===== config.mk =====
export PLATFORM = sky130hd
export DESIGN_NAME = nibble_rtc
export DESIGN_NICKNAME = d
export VERILOG_FILES = /design/src/rtl/rtc_pkg.sv /design/src/rtl/rtc_prescaler.sv /design/src/rtl/rtc_calendar.sv /design/src/rtl/rtc_irq_timer.sv /design/src/rtl/nibble_rtc.sv
export SDC_FILE = /design/constraint.sdc
export NUM_CORES = 1
export LEC_CHECK = 0
export BUFFER_PORTS_ARGS = -buffer_cell sky130_fd_sc_hd__buf_4
export CORE_ASPECT_RATIO = 1.4
export CORE_MARGIN = 2
export CORE_UTILIZATION = 50
export CTS_BUF_LIST = sky130_fd_sc_hd__clkbuf_8
export CTS_CLUSTER_SIZE = 8
export DETAILED_ROUTE_END_ITERATION = 16
export GPL_ROUTABILITY_DRIVEN = 0
export GPL_TIMING_DRIVEN = 0
export PLACE_DENSITY = 0.73
export SETUP_SLACK_MARGIN = 0.3
export SLEW_MARGIN = 20
export SYNTH_ARGS = -nofsm -noshare
export SYNTH_HDL_FRONTEND = slang
export SYNTH_HIERARCHICAL = 1
export SYNTH_SLANG_ARGS = --single-unit

===== constraint.sdc =====
create_clock -name clk -period 9 [get_ports clk]
set_input_delay 0.45 -clock clk [delete_from_list [all_inputs] [get_ports clk]]
set_output_delay 0.45 -clock clk [all_outputs]
set_load 0.01 [all_outputs]

===== src/rtl/rtc_pkg.sv =====
package rtc_pkg;
  localparam int NIB_W     = 4;
  localparam int ADDR_W    = 4;
  localparam int IRQ_CNT_W = 10;

  typedef logic [7:0] bcd8_t;

  typedef enum logic [ADDR_W-1:0] {
    A_CTRL = 4'd0, A_TENTH, A_SEC_U, A_SEC_T, A_MIN_U, A_MIN_T,
    A_HR_U, A_HR_T, A_DAY_U, A_DAY_T, A_MON_U, A_MON_T,
    A_YR_U, A_YR_T, A_WDAY, A_CFG
  } reg_addr_e;

  function automatic bcd8_t bcd_inc(bcd8_t v);
    if (v[3:0] >= 4'd9) return {v[7:4] + 4'd1, 4'd0};
    else                return {v[7:4], v[3:0] + 4'd1};
  endfunction

  function automatic bcd8_t month_len(bcd8_t mon, logic [1:0] leap);
    case (mon)
      8'h02:                      return (leap == 2'd0) ? 8'h29 : 8'h28;
      8'h04, 8'h06, 8'h09, 8'h11: return 8'h30;
      default:                    return 8'h31;
    endcase
  endfunction

  function automatic logic [IRQ_CNT_W-1:0] irq_period(logic [2:0] code);
    case (code)
      3'd1:    return IRQ_CNT_W'(1);
      3'd2:    return IRQ_CNT_W'(5);
      3'd3:    return IRQ_CNT_W'(10);
      3'd4:    return IRQ_CNT_W'(50);
      3'd5:    return IRQ_CNT_W'(100);
      3'd6:    return IRQ_CNT_W'(300);
      3'd7:    return IRQ_CNT_W'(600);
      default: return '0;
    endcase
  endfunction
endpackage


===== src/rtl/rtc_prescaler.sv =====
module rtc_prescaler #(
  parameter int DIV = 3277
) (
  input  logic clk,
  input  logic rst,
  input  logic hold,
  input  logic bypass,
  input  logic tick_in,
  output logic tenth
);
  localparam int CW = (DIV > 1) ? $clog2(DIV) : 1;

  logic [CW-1:0] cnt;
  logic          at_end;

  assign at_end = (cnt == CW'(DIV - 1));
  assign tenth  = tick_in && !hold && (at_end || bypass);

  always_ff @(posedge clk) begin
    if (rst || hold)  cnt <= '0;
    else if (tick_in) cnt <= (at_end || bypass) ? '0 : cnt + 1'b1;
  end
endmodule


===== src/rtl/rtc_calendar.sv =====
module rtc_calendar
  import rtc_pkg::*;
(
  input  logic             clk,
  input  logic             rst,
  input  logic             adv,
  input  logic             time_wr,
  input  logic             set_wr,
  input  logic [ADDR_W-1:0] waddr,
  input  logic [NIB_W-1:0] wdata,
  output logic [NIB_W-1:0] tenths,
  output bcd8_t            sec,
  output bcd8_t            min,
  output bcd8_t            hr,
  output bcd8_t            day,
  output bcd8_t            mon,
  output bcd8_t            yr,
  output logic [2:0]       wday,
  output logic [1:0]       leap,
  output logic             mode24
);
  bcd8_t hr_next, h12, h_inc;
  logic  day_roll;

  always_comb begin
    h12   = {3'b000, hr[4:0]};
    h_inc = bcd_inc(h12);
    if (mode24) begin
      day_roll = (hr >= 8'h23);
      hr_next  = day_roll ? 8'h00 : bcd_inc(hr);
    end else begin
      day_roll = hr[5] && (h12 == 8'h11);
      if (h12 == 8'h11)      hr_next = {2'b00, ~hr[5], 5'h12};
      else if (h12 >= 8'h12) hr_next = {2'b00, hr[5], 5'h01};
      else                   hr_next = {2'b00, hr[5], h_inc[4:0]};
    end
  end

  always_ff @(posedge clk) begin
    if (rst) begin
      tenths <= '0;  sec <= '0;  min <= '0;  hr <= '0;
      day <= 8'h01;  mon <= 8'h01;  yr <= '0;
      wday <= 3'd1;  leap <= 2'd0;  mode24 <= 1'b1;
    end else begin
      if (set_wr) begin
        mode24 <= wdata[0];
        leap   <= wdata[3:2];
      end
      if (time_wr) begin
        tenths <= '0;
        case (reg_addr_e'(waddr))
          A_SEC_U: sec[3:0] <= wdata;
          A_SEC_T: sec[7:4] <= wdata;
          A_MIN_U: min[3:0] <= wdata;
          A_MIN_T: min[7:4] <= wdata;
          A_HR_U:  hr[3:0]  <= wdata;
          A_HR_T:  hr[7:4]  <= wdata;
          A_DAY_U: day[3:0] <= wdata;
          A_DAY_T: day[7:4] <= wdata;
          A_MON_U: mon[3:0] <= wdata;
          A_MON_T: mon[7:4] <= wdata;
          A_YR_U:  yr[3:0]  <= wdata;
          A_YR_T:  yr[7:4]  <= wdata;
          A_WDAY:  wday     <= wdata[2:0];
          default: ;
        endcase
      end else if (adv) begin
        if (tenths < 4'd9) tenths <= tenths + 4'd1;
        else begin
          tenths <= '0;
          if (sec < 8'h59) sec <= bcd_inc(sec);
          else begin
            sec <= '0;
            if (min < 8'h59) min <= bcd_inc(min);
            else begin
              min <= '0;
              hr  <= hr_next;
              if (day_roll) begin
                wday <= (wday >= 3'd7) ? 3'd1 : wday + 3'd1;
                if (day >= month_len(mon, leap)) begin
                  day <= 8'h01;
                  if (mon >= 8'h12) begin
                    mon  <= 8'h01;
                    yr   <= (yr >= 8'h99) ? 8'h00 : bcd_inc(yr);
                    leap <= leap + 2'd1;
                  end else begin
                    mon <= bcd_inc(mon);
                  end
                end else begin
                  day <= bcd_inc(day);
                end
              end
            end
          end
        end
      end
    end
  end
endmodule


===== src/rtl/rtc_irq_timer.sv =====
module rtc_irq_timer
  import rtc_pkg::*;
(
  input  logic             clk,
  input  logic             rst,
  input  logic             tick,
  input  logic             halt,
  input  logic             cfg_wr,
  input  logic [NIB_W-1:0] wdata,
  input  logic             ack,
  output logic [NIB_W-1:0] cfg,
  output logic             irq
);
  logic [IRQ_CNT_W-1:0] cnt, period;
  logic                 armed;

  assign period = irq_period(cfg[2:0]);

  always_ff @(posedge clk) begin
    if (rst) begin
      cfg <= '0;  cnt <= '0;  armed <= 1'b1;  irq <= 1'b0;
    end else begin
      if (ack) irq <= 1'b0;
      if (cfg_wr) begin
        cfg   <= wdata;
        cnt   <= '0;
        armed <= 1'b1;
      end else if (halt) begin
        cnt <= '0;
      end else if (tick && armed && period != '0) begin
        if (cnt + 1'b1 >= period) begin
          cnt <= '0;
          irq <= 1'b1;
          if (cfg[3]) armed <= 1'b0;
        end else begin
          cnt <= cnt + 1'b1;
        end
      end
      if (halt) irq <= 1'b0;
    end
  end
endmodule


===== src/rtl/nibble_rtc.sv =====
module nibble_rtc
  import rtc_pkg::*;
#(
  parameter int DIV = 3277
) (
  input  logic        clk,
  input  logic        rst,
  input  logic        tick_in,
  input  logic        wr_en,
  input  logic        rd_en,
  input  logic [3:0]  addr,
  input  logic [3:0]  wdata,
  output logic [3:0]  rdata,
  output logic        irq
);
  logic ctrl_test, ctrl_stop, ctrl_sel, ctrl_istop, chg_flag, tenth;
  logic wr_ctrl, rd_ctrl, time_wr, set_wr, irq_wr;
  logic [NIB_W-1:0] tenths, irq_cfg, rd_mux;
  bcd8_t sec, min, hr, day, mon, yr;
  logic [2:0] wday;
  logic [1:0] leap;
  logic mode24;

  assign wr_ctrl = wr_en && (addr == A_CTRL);
  assign rd_ctrl = rd_en && (addr == A_CTRL);
  assign time_wr = wr_en && ctrl_stop && (addr != A_CTRL) && (addr != A_CFG);
  assign set_wr  = wr_en && (addr == A_CFG) && !ctrl_sel;
  assign irq_wr  = wr_en && (addr == A_CFG) && ctrl_sel;

  rtc_prescaler #(.DIV(DIV)) u_div (
    .clk(clk), .rst(rst), .hold(ctrl_stop), .bypass(ctrl_test),
    .tick_in(tick_in), .tenth(tenth)
  );

  rtc_calendar u_cal (
    .clk(clk), .rst(rst), .adv(tenth), .time_wr(time_wr), .set_wr(set_wr),
    .waddr(addr), .wdata(wdata), .tenths(tenths), .sec(sec), .min(min),
    .hr(hr), .day(day), .mon(mon), .yr(yr), .wday(wday), .leap(leap),
    .mode24(mode24)
  );

  rtc_irq_timer u_irq (
    .clk(clk), .rst(rst), .tick(tenth), .halt(ctrl_istop), .cfg_wr(irq_wr),
    .wdata(wdata), .ack(rd_ctrl), .cfg(irq_cfg), .irq(irq)
  );

  always_ff @(posedge clk) begin
    if (rst) begin
      {ctrl_test, ctrl_stop, ctrl_sel, ctrl_istop} <= 4'b0000;
      chg_flag <= 1'b0;
    end else begin
      if (wr_ctrl) {ctrl_test, ctrl_stop, ctrl_sel, ctrl_istop} <= wdata;
      if (tenth)        chg_flag <= 1'b1;
      else if (rd_ctrl) chg_flag <= 1'b0;
    end
  end

  always_comb begin
    case (reg_addr_e'(addr))
      A_CTRL:  rd_mux = {chg_flag, 3'b000};
      A_TENTH: rd_mux = tenths;
      A_SEC_U: rd_mux = sec[3:0];
      A_SEC_T: rd_mux = sec[7:4];
      A_MIN_U: rd_mux = min[3:0];
      A_MIN_T: rd_mux = min[7:4];
      A_HR_U:  rd_mux = hr[3:0];
      A_HR_T:  rd_mux = hr[7:4];
      A_DAY_U: rd_mux = day[3:0];
      A_DAY_T: rd_mux = day[7:4];
      A_MON_U: rd_mux = mon[3:0];
      A_MON_T: rd_mux = mon[7:4];
      A_YR_U:  rd_mux = yr[3:0];
      A_YR_T:  rd_mux = yr[7:4];
      A_WDAY:  rd_mux = {1'b0, wday};
      default: rd_mux = ctrl_sel ? irq_cfg : {leap, 1'b0, mode24};
    endcase
  end

  always_ff @(posedge clk) begin
    if (rst)        rdata <= '0;
    else if (rd_en) rdata <= rd_mux;
  end
endmodule


==> results.py <==
metrics = {
    "run_status": {
        "status": "completed",
    },
    "global_route": {
        "antenna_found_initial": 0,
        "grt_usage": 0.273,
        "grt_pass1_vias": 6205,
        "grt_first_pass_wirelength_um": 31200,
        "grt_max_degree": 16,
        "grt_remaining_overflow": 0,
    },
    "layout": {
        "fin_nets": 920,
        "layout.cells.most_common_list": "dfxtp_1 (95), nor2_1 (83), nand2_1 (74), ha_1 (52), a21oi_1 (50)",
        "synthToLayoutAreaGrowth_pct": 8.54,
        "fin_cells": 1042,
        "drive_gt1_frac": 0.0977,
        "fillers": 1314,
        "final_common_cell": "dfxtp_1",
        "antennaDiodeCount": 0,
    },
    "floorplanning": {
        "io_pins": 18,
        "core-area_sq_um": 13300,
        "start_util": 0.507,
        "fp.dieW_um": 102,
        "rows": 50,
        "die_h_um": 141,
        "die_area_sq_um": 14400,
    },
    "sta": {
        "hold_violations": 0,
        "finalSetupTns_ns": 0,
        "finalMaxSlewViolations": 0,
        "min_period_ns": 3.63,
        "rsz0062_at_grt": "false",
        "fin_ws_ns": 5.37,
        "tightest_slew_ns": 0.943,
        "max-slew-margin-rel": 0.369,
        "finalCritPeriodShare": 0.403,
        "setup_violations": 0,
        "finClkSkew_ns": 0.0141,
        "max_clock_freq_ghz": 0.276,
    },
    "route": {
        "ant_nets": 0,
        "drc_errors": 0,
        "via_per_inst": 6.24,
        "vias": 6498,
        "firstDrtPassIters": 5,
        "wirelength_um": 19100,
        "drt_iter0_drc": 557,
        "drt-wirelength-per-cell_um": 18.3,
    },
    "synth": {
        "syn-num-nets": 893,
        "ys_warn_count": 6,
        "synth_edf_count": 0,
        "ys.flop_type": "dfxtp_1",
        "syn_area_per_cell_sq_um": 8.12,
        "syn_area_sq_um": 6730,
        "ys_types": 91,
        "async_reset_ff_frac": 0,
        "synth_cells": 828,
        "yosysSeqAreaShare": 0.283,
        "ys_ff_latch": 95,
    },
    "clocking": {
        "cts_tree": "built",
        "ctsHoldBuffers": 0,
        "postCtsResizedCells": 0,
        "htreeDepth": 3,
        "cts_num_sinks": 95,
        "clock-root-buffer": "clkbuf_8",
        "cts.clk_slew.worst_paths_ns": 0.09,
        "cts_buffers": 9,
        "cts_setup_buffers": 0,
        "clk_latency_ns": 0.37,
        "cts.path.max_buffers": 2,
    },
    "worst_setup_path": {
        "crit_type": "primary input to flip-flop",
        "worstPathMaxFanout": 10,
        "crit_path_start": "addr[0]",
        "critPathMaxStageDelay_ns": 0.70,
        "critPathBufInv": 6,
        "r2r_start": "u_cal/mon[5]$_SDFFE_PP0P_",
        "cp_top_family": "buffers and inverters",
        "crit_path_cell_trace": "buf_4 > buf_6 > inv_1 > nor3_1 > nor3_2 > buf_2 > buf_1 > and2_1 > clkbuf_1 > o21ai_0 > a21oi_1",
        "crit_required_ns": 9.29,
        "critPathArrivalTime_ns": 3.91,
        "worstSetupEndpointType": "flip-flop",
        "critPathSlowestCell": "nor3_2",
        "worst_setup_path_start_kind": "primary input",
    },
    "run": {
        "cap_violations": 0,
    },
    "place": {
        "place_inst": 1026,
        "io_buffers": 16,
        "place_ws_ns": 5.28,
        "post-dp-hpwl_um": 14300,
    },
    "power": {
        "fin_total_pwr_uw": 783,
        "power-per-cell-area_nw_per_um2": 107,
        "p_leak_uw": 0.00291,
        "irDropWorstVdd_mv": 0.0888,
    },
    "worst_hold_path": {
        "hold_class": "primary input to flip-flop",
        "min-delay-start": "rst",
    },
}
[worst register-to-register path: stages, from the launching register on]
cell      delay (ns)
dfxtp_1         0.49
inv_1           0.13
ha_1            0.22
mux2_2          0.26
nand2_1         0.06
o21ai_0         0.10
a31oi_1         0.20
ha_1            0.25
nor4b_1         0.35
o21ai_0         0.17
or3_1           0.32
clkbuf_1        0.17
buf_2           0.22
nor2_1          0.18
a221oi_1        0.12
a211oi_1        0.23
[flip-flops by register name (all words and copies together), names as in the netlist, 8 cells and up]
name       count
u_div/cnt     12
u_cal/sec      8
u_cal/mon      8
u_cal/yr       8
u_cal/hr       8
u_irq/cnt     10
u_cal/day      8
u_cal/min      8
[report_power, final]
part | switching, uW | total [uW] | internal (uW)
combinational | 39.8 | 61.1 | 21.3
clock | 153 | 296 | 143
sequential | 2.44 | 425 | 423
[path summary, 6_finish.rpt]
kind | end | slack (ns) | depth (start not counted)
setup / recovery | u_cal/day[2]$_SDFFE_PP0P_ | 5.37 | 11
hold / removal | u_irq/irq$_SDFF_PP0_ | 0.37 | 2
setup reg to reg | u_cal/day[1]$_SDFFE_PP0P_ | 5.45 | 15
hold reg to reg | u_irq/cnt[9]$_SDFFE_PP0P_ | 0.48 | 2
[cell usage after synthesis, drive strengths merged (4+ instances only)]
| master | n | area share |
|---|---|---|
| nand3 | 39 | 0.029 |
| nand3b | 9 | 0.010 |
| a21oi | 51 | 0.039 |
| nand2b | 7 | 0.0065 |
| a31oi | 12 | 0.012 |
| mux2i | 29 | 0.043 |
| ha | 52 | 0.097 |
| a221oi | 8 | 0.011 |
| and3 | 8 | 0.0074 |
| nor2b | 11 | 0.010 |
| xor2 | 9 | 0.012 |
| nor2 | 85 | 0.049 |
| or3 | 9 | 0.0099 |
| inv | 39 | 0.022 |
| a311oi | 5 | 0.0065 |
| clkbuf | 18 | 0.010 |
| a22o | 4 | 0.0052 |
| o21bai | 8 | 0.0089 |
| nand2 | 75 | 0.042 |
| nor4 | 6 | 0.0097 |
| o21ai | 46 | 0.035 |
| o31a | 4 | 0.0052 |
| nand4b | 4 | 0.0052 |
| a211oi | 16 | 0.018 |
| nor3b | 14 | 0.016 |
| a211o | 4 | 0.0052 |
| mux2 | 4 | 0.0073 |
| nor3 | 25 | 0.019 |
| xnor2 | 12 | 0.016 |
| o31ai | 5 | 0.0056 |
| dfxtp | 95 | 0.28 |
| and2 | 7 | 0.0065 |
| o32ai | 4 | 0.0052 |
| buf | 20 | 0.020 |
| o211ai | 13 | 0.017 |
| nand4 | 14 | 0.014 |
[stage by stage]
step	hold WS (ns)	cell area [sq um]	utilization
3_5_place_dp	0.465	7080	0.534
6_report	0.370	7300	0.550
3_3_place_gp	0.457	7070	0.533
2_1_floorplan	0.428	6730	-
5_1_grt	0.364	7300	0.550
4_1_cts	0.361	7290	0.549
[cells by family after synthesis]
group | after synthesis | synth area share
adder cells (fa/ha/maj) | 52 | 0.0967
AO/OA/AOI/OAI | 214 | 0.219
buffers and inverters | 77 | 0.0517
XOR/XNOR | 21 | 0.0273
AND/OR/NAND/NOR | 335 | 0.268
multiplexers | 34 | 0.0543
flip-flops | 95 | 0.283
[final cells by class]
cell class / count / area [sq um] / share of cell area
tap: 182 / 228 / 0.0312
clock inverter: 5 / 57.6 / 0.00788
multi-input combinational: 656 / 4490 / 0.616
buffer: 38 / 201 / 0.0276
inverter: 39 / 146 / 0.0201
clock buffer: 11 / 151 / 0.0207
sequential: 95 / 1900 / 0.261
timing repair buffer: 16 / 120 / 0.0165
[layer usage]
layer  share of wire  global-route usage  vias to the layer above
li1                -                   -                     3117
met3           0.066              0.0451                       75
met4           0.048               0.123                        0
met1            0.40               0.332                     3036
met2            0.49               0.467                      270
met5               0                   0                        -
Power figures use the tool's default switching activity.
